File: src/rtl/mdiv_pkg.sv
package mdiv_pkg;
  localparam int unsigned MOD_W   = 9;
  localparam int unsigned MIN_MOD = 8;
  localparam int unsigned POS_W   = $clog2(MOD_W);

  typedef logic [MOD_W-1:0] mod_t;

  typedef struct packed {
    mod_t n;
    mod_t w;
  } ratio_t;
endpackage

File: src/rtl/mdiv_width_rule.sv
module mdiv_width_rule #(
  parameter int unsigned W = 9
) (
  input  logic [W-1:0] n_i,
  output logic [W-1:0] w_o
);
  localparam int unsigned LW = $clog2(W);

  logic [LW-1:0] msb;
  logic [W-1:0]  oct_w;

  // highest set bit, priority from the top
  always_comb begin
    msb = '0;
    for (int i = 0; i < W; i++) begin
      if (n_i[i]) msb = LW'(i);
    end
  end

  always_comb begin
    oct_w = '0;
    for (int i = 1; i < W; i++) begin
      if (msb == LW'(i)) oct_w = W'(1) << (i - 1);
    end
  end

  // below 16: four plus the low two bits
  assign w_o = (msb >= LW'(4)) ? oct_w : W'(4 + {30'd0, n_i[1:0]});
endmodule

File: src/rtl/mdiv_mod_latch.sv
module mdiv_mod_latch
  import mdiv_pkg::*;
#(
  parameter int unsigned W   = MOD_W,
  parameter int unsigned MIN = MIN_MOD
) (
  input  logic         clk_i,
  input  logic         rst_ni,
  input  logic         load_i,
  input  logic [W-1:0] mod_i,
  output logic [W-1:0] n_o,
  output logic [W-1:0] w_o
);
  localparam logic [W-1:0] MIN_V = W'(MIN);

  logic [W-1:0] n_clamp, w_new, w_rst;
  logic [W-1:0] n_q, w_q;

  assign n_clamp = (mod_i < MIN_V) ? MIN_V : mod_i;

  mdiv_width_rule #(.W(W)) u_rule_new (.n_i(n_clamp), .w_o(w_new));
  mdiv_width_rule #(.W(W)) u_rule_rst (.n_i(MIN_V),   .w_o(w_rst));

  always_ff @(posedge clk_i or negedge rst_ni) begin
    if (!rst_ni) begin
      n_q <= MIN_V;
      w_q <= w_rst;
    end else if (load_i) begin
      n_q <= n_clamp;
      w_q <= w_new;
    end
  end

  assign n_o = n_q;
  assign w_o = w_q;
endmodule

File: src/rtl/mdiv_period_cnt.sv
module mdiv_period_cnt #(
  parameter int unsigned W = 9
) (
  input  logic         clk_i,
  input  logic         rst_ni,
  input  logic [W-1:0] n_i,
  output logic         wrap_o,
  output logic [W-1:0] pos_o
);
  logic [W-1:0] pos_q;
  logic         first_q;

  assign wrap_o = first_q | (pos_q == n_i - W'(1));
  assign pos_o  = pos_q;

  always_ff @(posedge clk_i or negedge rst_ni) begin
    if (!rst_ni) begin
      pos_q   <= '0;
      first_q <= 1'b1;
    end else begin
      first_q <= 1'b0;
      pos_q   <= wrap_o ? '0 : pos_q + W'(1);
    end
  end
endmodule

File: src/rtl/mdiv_out_stage.sv
module mdiv_out_stage #(
  parameter int unsigned W = 9
) (
  input  logic         clk_i,
  input  logic         rst_ni,
  input  logic         wrap_i,
  input  logic [W-1:0] pos_i,
  input  logic [W-1:0] w_i,
  output logic         div_o
);
  logic div_q;

  // width is at least 4, so a new period always opens high
  always_ff @(posedge clk_i or negedge rst_ni) begin
    if (!rst_ni)     div_q <= 1'b0;
    else if (wrap_i) div_q <= 1'b1;
    else             div_q <= (pos_i + W'(1)) < w_i;
  end

  assign div_o = div_q;
endmodule

File: src/rtl/modulus_divider.sv
module modulus_divider
  import mdiv_pkg::*;
#(
  parameter int unsigned W   = MOD_W,
  parameter int unsigned MIN = MIN_MOD
) (
  input  logic         clk_i,
  input  logic         rst_ni,
  input  logic [W-1:0] mod_i,
  output logic         div_o,
  output logic         bound_o
);
  logic         wrap;
  logic [W-1:0] pos, n_cur, w_cur;

  mdiv_period_cnt #(.W(W)) u_cnt (
    .clk_i (clk_i),
    .rst_ni(rst_ni),
    .n_i   (n_cur),
    .wrap_o(wrap),
    .pos_o (pos)
  );

  mdiv_mod_latch #(.W(W), .MIN(MIN)) u_latch (
    .clk_i (clk_i),
    .rst_ni(rst_ni),
    .load_i(wrap),
    .mod_i (mod_i),
    .n_o   (n_cur),
    .w_o   (w_cur)
  );

  mdiv_out_stage #(.W(W)) u_out (
    .clk_i (clk_i),
    .rst_ni(rst_ni),
    .wrap_i(wrap),
    .pos_i (pos),
    .w_i   (w_cur),
    .div_o (div_o)
  );

  assign bound_o = wrap;
endmodule

File: config.mk
export PLATFORM = sky130hd
export DESIGN_NAME = modulus_divider
export DESIGN_NICKNAME = d
export VERILOG_FILES = /design/src/rtl/mdiv_pkg.sv /design/src/rtl/mdiv_width_rule.sv /design/src/rtl/mdiv_mod_latch.sv /design/src/rtl/mdiv_period_cnt.sv /design/src/rtl/mdiv_out_stage.sv /design/src/rtl/modulus_divider.sv
export SDC_FILE = /design/constraint.sdc
export NUM_CORES = 1
export LEC_CHECK = 0
export BUFFER_PORTS_ARGS = -buffer_cell sky130_fd_sc_hd__buf_4
export CAP_MARGIN = 20
export CORE_UTILIZATION = 35
export CTS_CLUSTER_SIZE = 14
export DETAILED_ROUTE_END_ITERATION = 6
export PLACE_DENSITY = 0.54
export SYNTH_ARGS = -nofsm -noshare
export SYNTH_HDL_FRONTEND = slang
export SYNTH_SLANG_ARGS = --single-unit
File: constraint.sdc
create_clock -name clk_i -period 2.7 [get_ports clk_i]
set_input_delay 0.405 -clock clk_i [delete_from_list [all_inputs] [get_ports clk_i]]
set_output_delay 0.405 -clock clk_i [all_outputs]
set_load 0.05 [all_outputs]
==> results by group, run 1 <==
Pwr
  • Internal power: 0.0006331 W
  • Comb power frac: 22.3%
  • Switching Share: 28.31%
  • Switch Pwr: 0.0002501 W
  • Worst vdd ir: 0.2098 mV
  • Seq pwr share: 52.2%
  • Leak: 0.8854 nW
  • Pwr Density: 460.1 nW/um^2
  • Clock power share: 25.5%

Place
  • Post-DP HPWL: 2.558 mm
  • Gp weighted congestion: 0.7682
  • PortBufs: 12

Global routing
  • Busiest layer in global routing: met2
  • Largest net degree at the start of global routing: 28
  • Grt met1 use: 20.44%
  • First-pass GRT wire length: 5.678 mm
  • Number of global-route vias before repair: 1172
  • Initial antenna violation count: 0
  • All-Layer GR Usage: 14.54%
  • Remaining global-route overflow: 0
  • Routing usage on met3: 2.137%
  • Global Route met2 Usage: 23.95%

Floorplan
  • Die width: 70.62 um
  • I/O pin cnt: 13
  • Die footprint: 4986 um^2
  • CORE AREA: 4444 um^2
  • Starting Density: 37.08%
  • Die H: 70.62 um
  • Rows: 24

CTS
  • Hold-fix buffers, CTS: 0
  • H-tree Lvls: 1
  • Reg clk slew, reported paths: 90 ps
  • CTS tree: built
  • Cts bufs inserted: 3
  • CTS root buffer: clkbuf_8
  • Clk buf depth: 2
  • CTS sink count: 27
  • Skew-Pair Late Insertion Delay: 270 ps

Critical path
  • Worst Path Max Fanout: 4
  • Arrival @ worst endpoint: 2190 ps
  • Critical path class: reg -> out
  • Worst reg2reg setup slack: 330 ps
  • Crit path capture type: output port
  • CP Launch Type: register
  • Worst path required time: 2300 ps

Finish
  • Storage element area: 683.2 um^2
  • ANT cells: 0
  • P&R area growth vs syn: 16.48%
  • Most frequent cells in the layout: buf_4, dfrtp_1, inv_1, xnor2_1, xor2_1
  • Fill cells: 420
  • Final Util: 43.19%
  • Post-layout net count: 195
  • Multi-input gate area: 917.1 um^2
  • Ratio of cells with drive above 1 in the final layout: 31.03%

Flow run
  • Max-cap viol count: 0

Timing
  • Final Max Slew Viols: 0
  • Fin crit share: 96.14%
  • Post-route setup TNS: 0 ps
  • Final Hold Violating Endpoints: 0
  • Unrepaired setup endpoints after global routing: false
  • Worst Clk Skew: 4.895 ps
  • Final Setup Violations: 0
  • Tmin final: 2596 ps
  • Fmax: 0.3853 GHz

Synth
  • Synth Flop Type: dfrtp_1
  • Syn Area/Cell: 10.77 um^2
  • Seq/Total Area, Yosys: 41.23%
  • Syn Inst Count: 153
  • Share of the synthesized area in the top cell type: 36.45%
  • Syn Nets: 173
  • Ys async rst share: 100.0%
  • Dominant cells by area after synthesis: dfrtp_1, ha_1, xnor2_1
  • Dominant cell type by area after synthesis: dfrtp_1
  • Netlist cell types: 41
  • Number of enable flip-flop cells after synthesis: 0
  • Register bit total from synthesis: 27
  • Mapped Area: 1648 um^2
  • Number of synthesis warnings: 0

Detailed routing
  • DR vias/cell: 4.841
  • Routed wire length: 3.270 mm
  • First drt pass iteration count: 4
  • DRC: 0
  • Routed length per instance: 14.47 um
  • Initial DRC count: 27
  • Post-route ant nets: 0
  • Vias: 1094

Worst hold path
  • Min-delay worst type: in -> async

Run status
  • Outcome: finished clean
[worst max-delay path, stage by stage (launching register included)]
cell,delay (ps)
dfrtp_2,470
xor2_4,210
xnor2_1,150
a32o_1,260
a22oi_1,210
o22ai_1,150
a21oi_4,230
inv_4,60
buf_4,190
[final cells by class]
type	instances	area share, %
well taps	52	3.390
flip-flops and latches	27	35.59
multi-input cells	109	47.78
repair buffers	21	8.214
clock buffers	4	2.347
inverters	13	2.673
[per-stage QoR]
| step | setup slack, ps | cell area, um^2 | power, W | cells | hold WS [ps] |
|---|---|---|---|---|---|
| after floorplan | 332.0 | 1648 | 0.0005869 | 153 | 109.4 |
| after global placement | 228.0 | 1794 | 0.0006409 | 216 | 335.8 |
| after detailed placement | 132.4 | 1794 | 0.0006444 | 216 | 338.8 |
| after CTS | 52.03 | 1849 | 0.0008740 | 221 | 40.18 |
| after global routing | 7.208 | 1919 | 0.0009366 | 226 | 53.33 |
| final | 104.3 | 1919 | 0.0008831 | 226 | 35.08 |
[cells in the mapped netlist, drive strengths merged (2+ instances only)]
| cell | count |
|---|---|
| o21ai | 5 |
| nor2 | 9 |
| and3 | 2 |
| nand2 | 7 |
| xnor2 | 10 |
| nor4 | 3 |
| buf | 2 |
| mux2i | 8 |
| nor2b | 4 |
| dfstp | 3 |
| nand3 | 5 |
| ha | 9 |
| a21oi | 3 |
| dfrtp | 24 |
| nand3b | 2 |
| inv | 13 |
| and2 | 7 |
| mux2 | 8 |
| clkbuf | 2 |
| nor3 | 2 |
| nand2b | 4 |
| xor2 | 10 |
[repair_timing]
| action | 4_1_cts | 5_1_grt |
|---|---|---|
| setup buffers | 1 | 5 |
| resized for setup | 1 | 8 |
| setup endpoints to repair | 1 | 1 |
| gates cloned | 0 | 0 |
| pin swaps | 1 | 3 |
[power groups by stage]
stage                     Combinational (W)  Clock (W)  Sequential, W
after floorplan                    0.000120          0       0.000467
after global placement             0.000174          0       0.000467
after detailed placement           0.000177          0       0.000467
after CTS                          0.000180   0.000234       0.000459
after global routing               0.000219   0.000253       0.000464
final                              0.000197   0.000225       0.000461
[worst paths after layout]
kind                                startpoint              to  cells past startpoint
worst max-delay path            u_latch.n_o[7]         bound_o                      8
worst min-delay path                    rst_ni  u_latch.w_o[4]                      1
worst max register to register  u_latch.n_o[1]  u_latch.n_o[2]                     10
worst min register to register  u_latch.w_o[0]  u_latch.w_o[0]                      1
max in group asynchronous               rst_ni  u_latch.n_o[3]                      1
min in group clk_i                    mod_i[8]  u_latch.w_o[7]                      2
[per-layer routing]
metal | share of wire (%) | vias to the layer above
met5 | 0 | -
met4 | 0.64 | 0
met3 | 1.7 | 4
met2 | 48 | 14
met1 | 50 | 518
li1 | - | 558
[registers in the layout, indices dropped and copies added (netlist names)]
signal and count:
u_latch.w_o 8, u_out.div_o 1, u_latch.n_o 8, u_cnt.pos_o 9
u_cnt.first_q 1
[kinds of logic (layout without fill, tap and decap cells)]
group                      count (synthesis)  in the layout  share of synthesized area (%)
and+or+nand+nor                           46             46                          16.25
muxes                                     16             16                          10.78
DFF                                       27             27                          41.23
AOI/OAI and AO/OA                         17             17                          8.582
adders and majority gates                  9              9                          6.834
buffers and inverters                     17             38                          5.011
xor gates and xnor gates                  20             20                          11.09
other                                      1              1                         0.2276
(Power assumes the default switching activity.)
==> run 2: changes to the inputs <==
==> constraint.sdc (replaced) <==
create_clock -name clk_i -period 2.7 [get_ports clk_i]
set_input_delay 0.135 -clock clk_i [delete_from_list [all_inputs] [get_ports clk_i]]
set_output_delay 0.135 -clock clk_i [all_outputs]
set_load 0.05 [all_outputs]
==> run 2 against run 1 <==
Effect of this change:
- clock skew rose by 1.6 ps
- final cell count fell by 3.1%
- final area shrank 3.4%
- non-clock buffer count down 7
- count of clock-buffer cells in the layout decreased by 1
- wire length fell by 3.2%
- hold slack improved by 80 ps
- critical path depth rose by 1
- utilization decreased by 1.5 points
- sequential power about the same
- die area did not move
- critical path type unchanged
- critical endpoint unchanged
- largest cell class unchanged
==> results by group, run 2 (synthesis results as in run 1) <==
Pwr
  • Switching Share: 28.90% (+0.58 points)
  • Comb power frac: 19.9% (-2.4 points)
  • Internal power: 0.0006161 W (-2.7%)
  • Total chip power: 0.0008665 W (-1.9%)
  • Clock power share: 26.7% (+1.2 points)
  • Pwr Density: 467.3 nW/um^2 (+1.6%)
  • Seq pwr share: 53.5% (+1.3 points)
  • Switch Pwr: 0.0002504 W (+0.14%)
  • Worst vdd ir: 0.1589 mV (-24%)
  • Leak: 0.8502 nW (-4.0%)

Global routing
  • All-Layer GR Usage: 13.89% (-0.65 points)
  • Remaining global-route overflow: 0 (unchanged)
  • Largest net degree at the start of global routing: 28 (unchanged)
  • First-pass GRT wire length: 5.382 mm (-5.2%)
  • Number of global-route vias before repair: 1101 (-6.1%)
  • Initial antenna violation count: 0 (unchanged)

Floorplan
  • CORE AREA: 4444 um^2 (unchanged)
  • Die footprint: 4986 um^2 (unchanged)
  • Die H: 70.62 um (unchanged)
  • I/O pin cnt: 13 (unchanged)
  • Die width: 70.62 um (unchanged)
  • Rows: 24 (unchanged)
  • Starting Density: 37.08% (unchanged)

Timing
  • Hold_ws: 115.3 ps (+80.19 ps)
  • Final Hold Violating Endpoints: 0 (unchanged)
  • Final Max Slew Viols: 0 (unchanged)
  • Fin crit share: 95.00% (-1.1 points)
  • Post-route setup TNS: 0 ps (unchanged)
  • Tmin final: 2565 ps (-30.65 ps)
  • Final Setup Violations: 0 (unchanged)
  • Worst Clk Skew: 6.499 ps (+1.603 ps)
  • Final worst slack: 135.0 ps (+30.66 ps)
  • Fmax: 0.3899 GHz (+1.2%)

Critical path
  • Cell mode on critical path: o21ai_0
  • Crit path cell chain: inv_1, ha_2, o21ai_0, a31o_2, o21ai_0, a2111oi_4, a21oi_4, inv_6, buf_4
  • Crit path max-delay cell type: dfrtp_1
  • Worst path required time: 2570 ps (+270 ps)
  • Worst Path Max Fanout: 15 (+11)
  • Arrival @ worst endpoint: 2430 ps (+240 ps)
  • Critical path class: reg -> out
  • Crit path capture type: output port
  • CP Launch Type: register
  • Max incr delay on CP: 440 ps (-30 ps)

CTS
  • Reg clk slew, reported paths: 100 ps (about the same)
  • CTS sink count: 27 (unchanged)
  • CTS tree: built
  • Skew-Pair Late Insertion Delay: 270 ps (about the same)
  • Cts bufs inserted: 3 (unchanged)
  • Clk buf depth: 2 (unchanged)
  • CTS root buffer: clkbuf_8
  • H-tree Lvls: 1 (unchanged)

Flow run
  • Max-cap viol count: 0 (unchanged)

Detailed routing
  • Routed length per instance: 14.45 um (-0.12%)
  • DRC: 0 (unchanged)
  • Vias: 1072 (-2.0%)
  • Routed wire length: 3.165 mm (-3.2%)
  • First drt pass iteration count: 4 (unchanged)
  • Post-route ant nets: 0 (unchanged)
  • Initial DRC count: 43 (+59%)
  • DR vias/cell: 4.895 (+1.1%)

Finish
  • Most common cell after layout, fill and taps aside: dfrtp_1
  • Max FFs per register: 9 (unchanged)
  • Post-layout net count: 188 (-3.6%)
  • Ratio of cells with drive above 1 in the final layout: 26.35% (-4.7 points)
  • ANT cells: 0 (unchanged)
  • Most frequent cells in the layout: dfrtp_1, buf_4, inv_1, xnor2_1
  • P&R area growth vs syn: 12.53%

Run status
  • Outcome: finished clean

Worst hold path
  • Min-delay worst type: in -> reg

Place
  • Post-DP HPWL: 2.405 mm (-6.0%)
  • Gp weighted congestion: 0.7893 (+2.7%)
  • Setup WS pre-CTS: 129.5 ps (-2.862 ps)
  • PortBufs: 12 (unchanged)
[run 2: cell types whose count changed in the layout (fill, tap and decap cells not counted), sizes merged]
cell,previous run,this run
clkbuf,4,3
dlygate4sd3,0,1
buf,21,13
clkinvlp,0,1
[run 2: power by group through the flow]
| stage | combinational [W] | clock (W) | sequential [W] |
|---|---|---|---|
| 4_1_cts | 0.000172 | 0.000242 | 0.000463 |
| 2_1_floorplan | 0.000120 | 0 | 0.000467 |
| 6_report | 0.000172 | 0.000231 | 0.000463 |
| 3_3_place_gp | 0.000166 | 0 | 0.000469 |
| 3_5_place_dp | 0.000169 | 0 | 0.000471 |
| 5_1_grt | 0.000193 | 0.000264 | 0.000468 |
[run 2: routing by layer]
metal / up-vias / share of wire (%) / routed length, um / GRT usage, %
met1: 523 / 50 / 1570 / 19.40
met3: 2 / 1.2 / 38 / 1.709
li1: 544 / - / - / -
met5: - / 0 / 0 / 0
met4: 0 / 0.60 / 19 / 4.000
met2: 3 / 49 / 1536 / 22.87
[run 2: critical path: cells and delay by family, from the launching register on]
kind	cells	cell delay, ps
DFF	1	440
AOI/OAI and AO/OA	5	980
buffers and inverters	3	490
adders and majority gates	1	250
[run 2: timing repair]
action	in CTS	in global routing
endpoints found under the hold margin	24	0
gates cloned	0	0
buffers inserted	1	0
endpoints found under the setup margin	1	3
hold buffers	1	0
gates resized for setup	0	4
pin swaps	1	0
[run 2: metrics by stage]
stage	std cells	instance area, um^2	util [%]
after global placement	213	1772	39.86
final	219	1854	41.72
after detailed placement	213	1772	39.86
after global routing	219	1854	41.72
after floorplan	153	1648	-
after CTS	219	1838	41.36
[run 2: cell type report]
type                       count  area, um^2
inverter                      13       53.80
tap                           52       65.06
sequential                    27       679.4
timing repair buffer          14       107.6
fill                         443        2590
clock inverter                 1       7.507
clock buffer                   3       41.29
multi-input combinational    109       899.6
[run 2: worst paths after layout]
path,from,cells past startpoint,to,slack (ps)
max,u_latch.n_o[0],9,bound_o,130
min,mod_i[8],2,u_latch.w_o[7],120
max reg2reg,u_latch.n_o[0],9,u_latch.w_o[0],300
min reg2reg,u_latch.w_o[0],1,u_latch.w_o[0],520
max in group asynchronous,rst_ni,2,u_cnt.first_q,2090
min in group asynchronous,rst_ni,2,u_latch.w_o[3],300
==> run 3: changes to the inputs <==
==> constraint.sdc (replaced) <==
create_clock -name clk_i -period 2.5 [get_ports clk_i]
set_input_delay 0.125 -clock clk_i [delete_from_list [all_inputs] [get_ports clk_i]]
set_output_delay 0.125 -clock clk_i [all_outputs]
set_load 0.05 [all_outputs]
==> run 3 against run 2 <==
Effect of this change:
- utilization grew 2.1 points
- sequential share of layout area fell by 1.8 points
- register-to-register slack got worse by 120 ps
- clock power grew 11%
- total power rose by 11%
- global-route usage about the same
- final area increased by 5.1%
==> results by group, run 3 (synthesis results as in run 1) <==
Detailed routing
  • Routed wire length: 3.231 mm (+2.1%)
  • Initial DRC count: 83 (+93%)
  • First drt pass iteration count: 2 (-2)
  • Routed length per instance: 14.11 um (-2.4%)
  • Vias: 1115 (+4.0%)
  • DR vias/cell: 4.869 (-0.53%)
  • DRC: 0 (unchanged)
  • Post-route ant nets: 0 (unchanged)

Floorplan
  • Die footprint: 4986 um^2 (unchanged)
  • Rows: 24 (unchanged)
  • CORE AREA: 4444 um^2 (unchanged)
  • I/O pin cnt: 13 (unchanged)
  • Starting Density: 37.08% (unchanged)
  • Die H: 70.62 um (unchanged)
  • Die width: 70.62 um (unchanged)

CTS
  • Clk buf depth: 2 (unchanged)
  • Skew-Pair Late Insertion Delay: 280 ps (about the same)
  • Reg clk slew, reported paths: 100 ps (about the same)
  • H-tree Lvls: 1 (unchanged)
  • CTS sink count: 27 (unchanged)
  • CTS root buffer: clkbuf_8
  • Cts bufs inserted: 3 (unchanged)
  • CTS tree: built

Critical path
  • Arrival @ worst endpoint: 2490 ps (+60 ps)
  • Crit path cell chain: xor2_2, xnor2_1, a32o_1, a22oi_1, o22ai_2, a21oi_4, buf_4, mux2_2
  • R2r endpoint: u_latch.n_o[5]
  • CP Launch Type: register
  • Worst R2R Start: u_latch.n_o[7]
  • Worst Path Max Fanout: 12 (-3)
  • Worst reg2reg setup slack: 180 ps (-120 ps)
  • Crit path max-delay cell type: dfrtp_1
  • Critical path's top delay family: compound AO/OA/AOI/OAI gates
  • Worst path required time: 2670 ps (+100 ps)
  • CP endpoint: u_latch.n_o[5]
  • WP depth: 8 (-1)
  • CP Launch Point: u_latch.n_o[7]
  • Worst r2r path cells: 8 (-1)
  • Worst path bufs/invs: 1 (-2)
  • Critical path class: reg -> reg
  • Crit path capture type: register
  • Max incr delay on CP: 450 ps (about the same)

Pwr
  • Worst vdd ir: 0.1809 mV (+14%)
  • Pwr Density: 495.1 nW/um^2 (+5.9%)
  • Leak: 0.9036 nW (+6.3%)

Global routing
  • All-Layer GR Usage: 13.85% (-0.039 points)
  • Number of global-route vias before repair: 1106 (+0.45%)
  • Initial antenna violation count: 0 (unchanged)
  • First-pass GRT wire length: 5.395 mm (+0.24%)
  • Remaining global-route overflow: 0 (unchanged)
  • Largest net degree at the start of global routing: 28 (unchanged)

Place
  • Post-DP HPWL: 2.413 mm (+0.35%)
  • PortBufs: 12 (unchanged)
  • Gp weighted congestion: 0.7988 (+1.2%)
  • Placed cell areas: 1794 um^2 (+1.3%)

Finish
  • Max FFs per register: 9 (unchanged)
  • Fill cells: 432 (-2.5%)
  • Final Util: 43.83% (+2.1 points)
  • Most frequent cells in the layout: dfrtp_1, buf_4, inv_1, xnor2_1, xor2_1
  • Post-layout net count: 198 (+5.3%)
  • Multi-input gate area: 902.1 um^2 (+0.28%)
  • Ratio of cells with drive above 1 in the final layout: 31.07% (+4.7 points)
  • P&R area growth vs syn: 18.22%
  • Final instance area: 1948 um^2 (+5.1%)
  • ANT cells: 0 (unchanged)
  • Most common cell after layout, fill and taps aside: dfrtp_1
  • Storage element area: 679.4 um^2 (unchanged)

Run status
  • Outcome: finished clean

Timing
  • Worst Clk Skew: 11.24 ps (+4.737 ps)
  • Unrepaired setup endpoints after global routing: false
  • Fin crit share: 92.63%
  • Post-route setup TNS: 0 ps (unchanged)
  • Fmax: 0.4318 GHz
  • Hold_ws: 104.4 ps (-10.88 ps)
  • Final Setup Violations: 0 (unchanged)
  • Final Max Slew Viols: 0 (unchanged)
  • Final Hold Violating Endpoints: 0 (unchanged)
  • Tmin final: 2316 ps

Worst hold path
  • Min-delay worst type: in -> reg

Flow run
  • Max-cap viol count: 0 (unchanged)
[run 3: timing repair]
item	4_1_cts	5_1_grt
hold endpoints to repair	24	0
pin swaps	1	2
setup buffers	1	7
resized for setup	2	5
setup endpoints to repair	1	1
hold buffers	1	0
[run 3: worst min-delay path by stage]
stage               cells after the start  slack (ps)        endpoint  startpoint
finish                                  2         100  u_latch.w_o[7]    mod_i[8]
global route                            2         100  u_latch.n_o[6]    mod_i[6]
CTS                                     2         100  u_latch.w_o[7]    mod_i[8]
detailed placement                      1          60  u_cnt.pos_o[0]      rst_ni
global placement                        1          60  u_latch.w_o[1]      rst_ni
floorplan                               0        -170  u_cnt.pos_o[0]      rst_ni
[run 3: layout make-up]
type,count,share of cell area [%]
Sequential cell,27,34.87
Clock inverter,1,0.3854
Tap cell,52,3.340
Timing Repair Buffer,24,10.21
Multi-Input combinational cell,109,46.31
Clock buffer,3,2.119
Inverter,13,2.762
[run 3: power breakdown]
group          internal [W]  total, W  leakage [nW]  switching [W]
combinational      0.000105  0.000213         0.543       0.000109
sequential         0.000465  0.000495         0.339      0.0000300
clock              0.000113  0.000256        0.0217       0.000143
total              0.000683  0.000964         0.904       0.000282
[run 3: worst reg2reg max path, cell delays in order (launching register included)]
cell     delay [ps]
dfrtp_1         450
xor2_2          260
xnor2_1         110
a32o_1          260
a22oi_1         210
o22ai_2         130
a21oi_4         210
buf_4           220
mux2_2          350
[run 3: stage by stage]
step	total power (W)	worst slack [ps]	std cells
after floorplan	0.0006338	269.9	153
after global placement	0.0006939	112.4	216
after detailed placement	0.0006985	23.28	216
after CTS	0.0009579	31.87	222
after global routing	0.001017	39.09	229
final	0.0009644	184.2	229
[run 3: metal layers]
layer / wire length, um / global-route usage [%]
met1: 1612 / 19.27
met2: 1559 / 22.87
met3: 34 / 1.709
met4: 24 / 4.000
met5: 0 / 0
